$ cat config.mk
export PLATFORM = sky130hd
export DESIGN_NAME = gpio_port_ctrl
export DESIGN_NICKNAME = d
export VERILOG_FILES = /design/src/rtl/gpio_port_pkg.sv /design/src/rtl/gpio_rst_sync.sv /design/src/rtl/gpio_cfg_regs.sv /design/src/rtl/gpio_in_sync.sv /design/src/rtl/gpio_pad_drive.sv /design/src/rtl/gpio_port_ctrl.sv
export SDC_FILE = /design/constraint.sdc
export NUM_CORES = 1
export LEC_CHECK = 0
export ABC_AREA = 1
export BUFFER_PORTS_ARGS = -buffer_cell sky130_fd_sc_hd__buf_2
export CORE_MARGIN = 10
export CORE_UTILIZATION = 45
export DETAILED_ROUTE_END_ITERATION = 10
export PLACE_DENSITY = 0.86
export SETUP_SLACK_MARGIN = 0.3
export SLEW_MARGIN = 15
export SYNTH_ARGS = -nofsm -noshare
export SYNTH_HDL_FRONTEND = slang
export SYNTH_SLANG_ARGS = --single-unit
$ cat constraint.sdc
create_clock -name clk -period 1.1 [get_ports clk]
set_input_delay 0.055 -clock clk [delete_from_list [all_inputs] [get_ports clk]]
set_output_delay 0.055 -clock clk [all_outputs]
set_load 0.02 [all_outputs]
$ cat src/rtl/gpio_port_pkg.sv
package gpio_port_pkg;
  typedef enum logic [1:0] {
    REG_DOUT = 2'd0,
    REG_DIR  = 2'd1,
    REG_DRV  = 2'd2,
    REG_PIN  = 2'd3
  } gpio_reg_e;
endpackage

$ cat src/rtl/gpio_rst_sync.sv
module gpio_rst_sync (
  input  logic clk,
  input  logic rst_n,
  output logic rst_sync_n
);
  logic stage_q;
  logic stage_d;
  logic out_d;

  always_comb begin
    stage_d = 1'b1;
    out_d   = stage_q;
  end

  always_ff @(posedge clk or negedge rst_n) begin
    if (!rst_n) begin
      stage_q    <= 1'b0;
      rst_sync_n <= 1'b0;
    end else begin
      stage_q    <= stage_d;
      rst_sync_n <= out_d;
    end
  end
endmodule

$ cat src/rtl/gpio_cfg_regs.sv
module gpio_cfg_regs
  import gpio_port_pkg::*;
#(
  parameter int PORT_W   = 8,
  parameter int ACTIVE_W = 8
) (
  input  logic              clk,
  input  logic              rst_n,
  input  logic              wr_en,
  input  logic [1:0]        addr,
  input  logic [PORT_W-1:0] wdata,
  output logic [PORT_W-1:0] dout_q,
  output logic [PORT_W-1:0] dir_q,
  output logic [PORT_W-1:0] drv_q
);
  localparam logic [PORT_W-1:0] ACT_MASK = {PORT_W{1'b1}} >> (PORT_W - ACTIVE_W);

  logic              dout_en, dir_en, drv_en;
  logic [PORT_W-1:0] dout_d, dir_d, drv_d;

  // write decode and next-state values
  always_comb begin
    dout_en = wr_en && (gpio_reg_e'(addr) == REG_DOUT);
    dir_en  = wr_en && (gpio_reg_e'(addr) == REG_DIR);
    drv_en  = wr_en && (gpio_reg_e'(addr) == REG_DRV);
    dout_d  = dout_en ? wdata : dout_q;
    dir_d   = dir_en  ? wdata : dir_q;
    drv_d   = drv_en  ? wdata : drv_q;
  end

  for (genvar i = 0; i < PORT_W; i++) begin : g_bit
    if (i < ACTIVE_W) begin : g_act
      always_ff @(posedge clk or negedge rst_n) begin
        if (!rst_n) begin
          dout_q[i] <= 1'b0;
          dir_q[i]  <= 1'b0;
          drv_q[i]  <= 1'b0;
        end else begin
          dout_q[i] <= dout_d[i];
          dir_q[i]  <= dir_d[i];
          drv_q[i]  <= drv_d[i];
        end
      end
    end else begin : g_idle
      assign dout_q[i] = 1'b0;
      assign dir_q[i]  = 1'b0;
      assign drv_q[i]  = 1'b0;
    end
  end


  pin_wr_ignored_chk: assert property (@(posedge clk) disable iff (!rst_n)
    (wr_en && addr == 2'd3) |=> ($stable(dout_q) && $stable(dir_q) && $stable(drv_q)));


  dir_wr_chk: assert property (@(posedge clk) disable iff (!rst_n)
    (wr_en && addr == 2'd1) |=> (dir_q == ($past(wdata) & ACT_MASK)));
endmodule

$ cat src/rtl/gpio_in_sync.sv
module gpio_in_sync #(
  parameter int PORT_W   = 8,
  parameter int ACTIVE_W = 8
) (
  input  logic              clk,
  input  logic              rst_n,
  input  logic [PORT_W-1:0] pin_in,
  output logic [PORT_W-1:0] pin_sync
);
  localparam logic [PORT_W-1:0] ACT_MASK = {PORT_W{1'b1}} >> (PORT_W - ACTIVE_W);

  logic [PORT_W-1:0] meta_q;
  logic [PORT_W-1:0] meta_d, sync_d;

  always_comb begin
    meta_d = pin_in;
    sync_d = meta_q;
  end

  for (genvar i = 0; i < PORT_W; i++) begin : g_bit
    if (i < ACTIVE_W) begin : g_act
      always_ff @(posedge clk or negedge rst_n) begin
        if (!rst_n) begin
          meta_q[i]   <= 1'b0;
          pin_sync[i] <= 1'b0;
        end else begin
          meta_q[i]   <= meta_d[i];
          pin_sync[i] <= sync_d[i];
        end
      end
    end else begin : g_idle
      assign meta_q[i]   = 1'b0;
      assign pin_sync[i] = 1'b0;
    end
  end

  // checker: counts edges since reset so the two-deep look-back stays valid
  logic [1:0] primed_q;
  always_ff @(posedge clk or negedge rst_n) begin
    if (!rst_n) primed_q <= 2'd0;
    else if (primed_q != 2'd3) primed_q <= primed_q + 2'd1;
  end


  two_stage_lat_chk: assert property (@(posedge clk) disable iff (!rst_n)
    (primed_q >= 2'd2) |-> (pin_sync == ($past(pin_in, 2) & ACT_MASK)));
endmodule

$ cat src/rtl/gpio_pad_drive.sv
module gpio_pad_drive #(
  parameter int PORT_W   = 8,
  parameter int ACTIVE_W = 8
) (
  input  logic [PORT_W-1:0] dout_q,
  input  logic [PORT_W-1:0] dir_q,
  input  logic [PORT_W-1:0] drv_q,
  input  logic [PORT_W-1:0] ext_oe,
  output logic [PORT_W-1:0] pad_oe,
  output logic [PORT_W-1:0] pad_out
);
  for (genvar i = 0; i < PORT_W; i++) begin : g_pin
    if (i < ACTIVE_W) begin : g_act
      logic en;
      always_comb begin
        en = dir_q[i] | ext_oe[i];
        if (drv_q[i]) begin
          // open-drain: pull low for 0, release for 1
          pad_oe[i]  = en & ~dout_q[i];
          pad_out[i] = 1'b0;
        end else begin
          pad_oe[i]  = en;
          pad_out[i] = dout_q[i];
        end
      end
    end else begin : g_idle
      assign pad_oe[i]  = 1'b0;
      assign pad_out[i] = 1'b0;
    end
  end
endmodule

$ cat src/rtl/gpio_port_ctrl.sv
module gpio_port_ctrl
  import gpio_port_pkg::*;
#(
  parameter int PORT_W   = 8,
  parameter int ACTIVE_W = 8
) (
  input  logic              clk,
  input  logic              rst_n,
  input  logic              wr_en,
  input  logic [1:0]        addr,
  input  logic [PORT_W-1:0] wdata,
  output logic [PORT_W-1:0] rdata,
  input  logic [PORT_W-1:0] pin_in,
  input  logic [PORT_W-1:0] ext_oe,
  output logic [PORT_W-1:0] pad_oe,
  output logic [PORT_W-1:0] pad_out,
  output logic [PORT_W-1:0] drive_sel
);
  localparam logic [PORT_W-1:0] ACT_MASK = {PORT_W{1'b1}} >> (PORT_W - ACTIVE_W);

  logic              rst_sync_n;
  logic [PORT_W-1:0] dout_q, dir_q, drv_q, pin_sync;

  gpio_rst_sync u_rst (
    .clk        (clk),
    .rst_n      (rst_n),
    .rst_sync_n (rst_sync_n)
  );

  gpio_cfg_regs #(.PORT_W(PORT_W), .ACTIVE_W(ACTIVE_W)) u_regs (
    .clk    (clk),
    .rst_n  (rst_sync_n),
    .wr_en  (wr_en),
    .addr   (addr),
    .wdata  (wdata),
    .dout_q (dout_q),
    .dir_q  (dir_q),
    .drv_q  (drv_q)
  );

  gpio_in_sync #(.PORT_W(PORT_W), .ACTIVE_W(ACTIVE_W)) u_sync (
    .clk      (clk),
    .rst_n    (rst_sync_n),
    .pin_in   (pin_in),
    .pin_sync (pin_sync)
  );

  gpio_pad_drive #(.PORT_W(PORT_W), .ACTIVE_W(ACTIVE_W)) u_drive (
    .dout_q  (dout_q),
    .dir_q   (dir_q),
    .drv_q   (drv_q),
    .ext_oe  (ext_oe),
    .pad_oe  (pad_oe),
    .pad_out (pad_out)
  );

  assign drive_sel = drv_q;

  always_comb begin
    unique case (gpio_reg_e'(addr))
      REG_DOUT: rdata = dout_q;
      REG_DIR:  rdata = dir_q;
      REG_DRV:  rdata = drv_q;
      default:  rdata = pin_sync;
    endcase
  end


  od_never_high_chk: assert property (@(posedge clk) disable iff (!rst_sync_n)
    (pad_oe & drive_sel & pad_out) == '0);


  ext_en_drives_chk: assert property (@(posedge clk) disable iff (!rst_sync_n)
    (ext_oe & ACT_MASK & ~drive_sel & ~pad_oe) == '0);


  upper_idle_chk: assert property (@(posedge clk) disable iff (!rst_sync_n)
    ((pad_oe | pad_out | drive_sel | rdata) & ~ACT_MASK) == '0);
endmodule

==> flow_summary.ini <==
[yosys]
synth_ff_type = dfrtp_1
ys_seq_area_share_pct = 56.9
yosys.area.top_type_share_pct = 56.9
ys_types = 15
synth_edf_count = 0
yosys_register_bits = 42
synth_area_um2 = 1850
yosysTopAreaCell = dfrtp_1
syn-instance-count = 191
ys_warn_count = 0
synth_common_cells = 42 x dfrtp_1, 42 x nand2_1, 26 x nand3_1, 18 x o21ai_2
syn_avg_cell_area_um2 = 9.67
syn_nets = 220
synth.area.top_cells = dfrtp_1 57%, nand2_1 8.5%, o21ai_2 8.5%
async_flop_share_pct = 100

[setup_path]
r2r-end = u_regs.drv_q[5]$_DFFE_PN0P_
worstSetupStartpointType = register
reg2regPathDepth = 4
cp-end-kind = output port
critPathRequiredTime_ps = 1040
reg2reg_from = u_regs.drv_q[5]$_DFFE_PN0P_
crit_type = reg2out
rrSetupSlack_ps = 170
critPathMaxFanout = 5
endpoint = rdata[2]
crit_start = u_regs.drv_q[2]$_DFFE_PN0P_
crit_arrival_ps = 1140

[die]
rows = 23
core_area_um2 = 4000
ios = 61
die-area_um2 = 7070
chipWidth_um = 84.1
initial_core_util_pct = 46.2
fp.dieH_um = 84.1

[route]
wl_met1_um = 2010
wl_met2_um = 2900
highest_layer = met4
vias = 1685
drcViolationCount = 0
drtPass1Iterations = 4
dr.first_iter.drc_count = 107
wl_per_cell_um = 16.5
wl_um = 5420
ant_nets = 0
wl_met3_um = 412
via_per_inst = 5.14

[final_layout]
finalNetCount = 306
fin_cells = 328
drive_gt1_share_pct = 61.2
antenna_cells = 0
syn_to_final_growth_pct = 58.0

[placement]
portBuffers = 60
place_congestion = 0.809
post-dp-hpwl_um = 3460
placed_cells = 298

[min_path]
min_path_type = in2reg

[global_route]
grt_pass1_vias = 1687
grt_pass1_wl_um = 8340
track_usage_pct = 14.1
grt_overflow = 0
grt_max_degree = 25
antenna_found_initial = 0

[sta]
min_period_over_period_pct = 108
hold_viol = 0
setup_viol = 15
fin_crit_ps = 1190
layout_setup_ws_ps = -90.0
drv_slew = 0
skew_ps = 2.02
holdWs_ps = 8.45
rsz0062_at_grt = true
tns_ps = -682
fmax_mhz = 840

[clock_tree]
cts_buffers = 5
cts_tree = done
cts.sinks = 42
path_clk_slew_ps = 80
cts_root_buffer = clkbuf_8
clk_path_buf_depth = 2
clock_latency_ps = 290
h-tree-depth = 2

[power]
leakagePower_nw = 1.36
vdd_drop_max_mv = 1.13
powerDensity_nw_per_um2 = 1540

[job]
drv_cap = 0

[outcome]
outcome = finished, violations left
violations = negative setup slack
layout by cell type (no fill, tap or decap), types with 3 or more instances in the layout:
| cell type | count |
|---|---|
| nor2_2 | 13 |
| nand2_1 | 38 |
| dfrtp_2 | 17 |
| buf_6 | 36 |
| dfrtp_1 | 25 |
| inv_2 | 8 |
| nor2_4 | 4 |
| nand4_1 | 8 |
| nand3_2 | 9 |
| buf_4 | 6 |
| clkbuf_8 | 5 |
| dlygate4sd3_1 | 10 |
| inv_1 | 8 |
| nand3_1 | 17 |
| buf_2 | 32 |
| nand2_2 | 3 |
| a21oi_4 | 8 |
| o21ai_2 | 18 |
sequential cells by signal, indices dropped and copies added (netlist names):
| register | cells |
|---|---|
| u_regs.drv_q | 8 |
| u_regs.dir_q | 8 |
| u_regs.dout_q | 8 |
| u_sync.pin_sync | 8 |
| u_rst.rst_sync_n | 1 |
| u_sync.meta_q | 8 |
| u_rst.out_d | 1 |
timing repair:
action,4_1_cts,5_1_grt
endpoints found under the setup margin,32,41
hold buffers,10,0
setup buffers,4,8
pin swaps,20,9
endpoints found under the hold margin,12,0
resized for setup,78,23
routing by layer:
metal / vias to the layer above / global-route usage [%]
li1: 800 / -
met1: 808 / 16.1
met2: 68 / 23.7
met3: 9 / 4.69
met4: 0 / 4.87
met5: - / 0
how the worst min path moves through the flow:
stage               startpoint                          end  depth (start not counted)
floorplan                rst_n        u_rst.out_d$_DFF_PN0_                          0
global placement         rst_n        u_rst.out_d$_DFF_PN0_                          1
detailed placement       rst_n        u_rst.out_d$_DFF_PN0_                          1
CTS                   wdata[5]  u_regs.dir_q[5]$_DFFE_PN0P_                          3
global route          wdata[5]  u_regs.dir_q[5]$_DFFE_PN0P_                          3
finish                wdata[5]  u_regs.dir_q[5]$_DFFE_PN0P_                          3
power breakdown:
| group | total, mW | leakage [nW] | internal [mW] | switching (mW) |
|---|---|---|---|---|
| Sequential | 2.00 | 0.489 | 1.74 | 0.268 |
| Clock | 0.933 | 0.0450 | 0.440 | 0.493 |
| Combinational | 1.55 | 0.825 | 0.776 | 0.776 |
per-stage QoR:
stage	utilization, %	instance area, um2	worst slack (ps)	total power [mW]
2_1_floorplan	-	2000	259	2.67
3_3_place_gp	58.3	2330	80.0	3.00
3_5_place_dp	58.3	2330	34.2	3.03
4_1_cts	69.0	2760	-86.3	4.29
5_1_grt	72.9	2920	-120	4.69
6_report	72.9	2920	-90.0	4.49
area by class of cell:
class / instances / area, um2
well taps: 50 / 62.6
clock buffers: 6 / 72.6
flip-flops and latches: 42 / 1070
fillers: 258 / 1080
multi-input cells: 123 / 862
inverters: 18 / 72.6
repair buffers: 87 / 766
clock inverters: 2 / 10.0
worst max-delay path, cell delays in order (launching register included):
cell and delay, ps:
dfrtp_2 460, nand3_2 70, nand4_1 120, buf_2 190
logic make-up after synthesis:
group                  Yosys count  synth area share (%)
and+or+nand+nor                 96                  24.4
DFF                             42                  56.9
AOI/OAI and AO/OA               26                  10.7
buffers and inverters           26                  7.79
other                            1                 0.203
(Power assumes the default switching activity.)
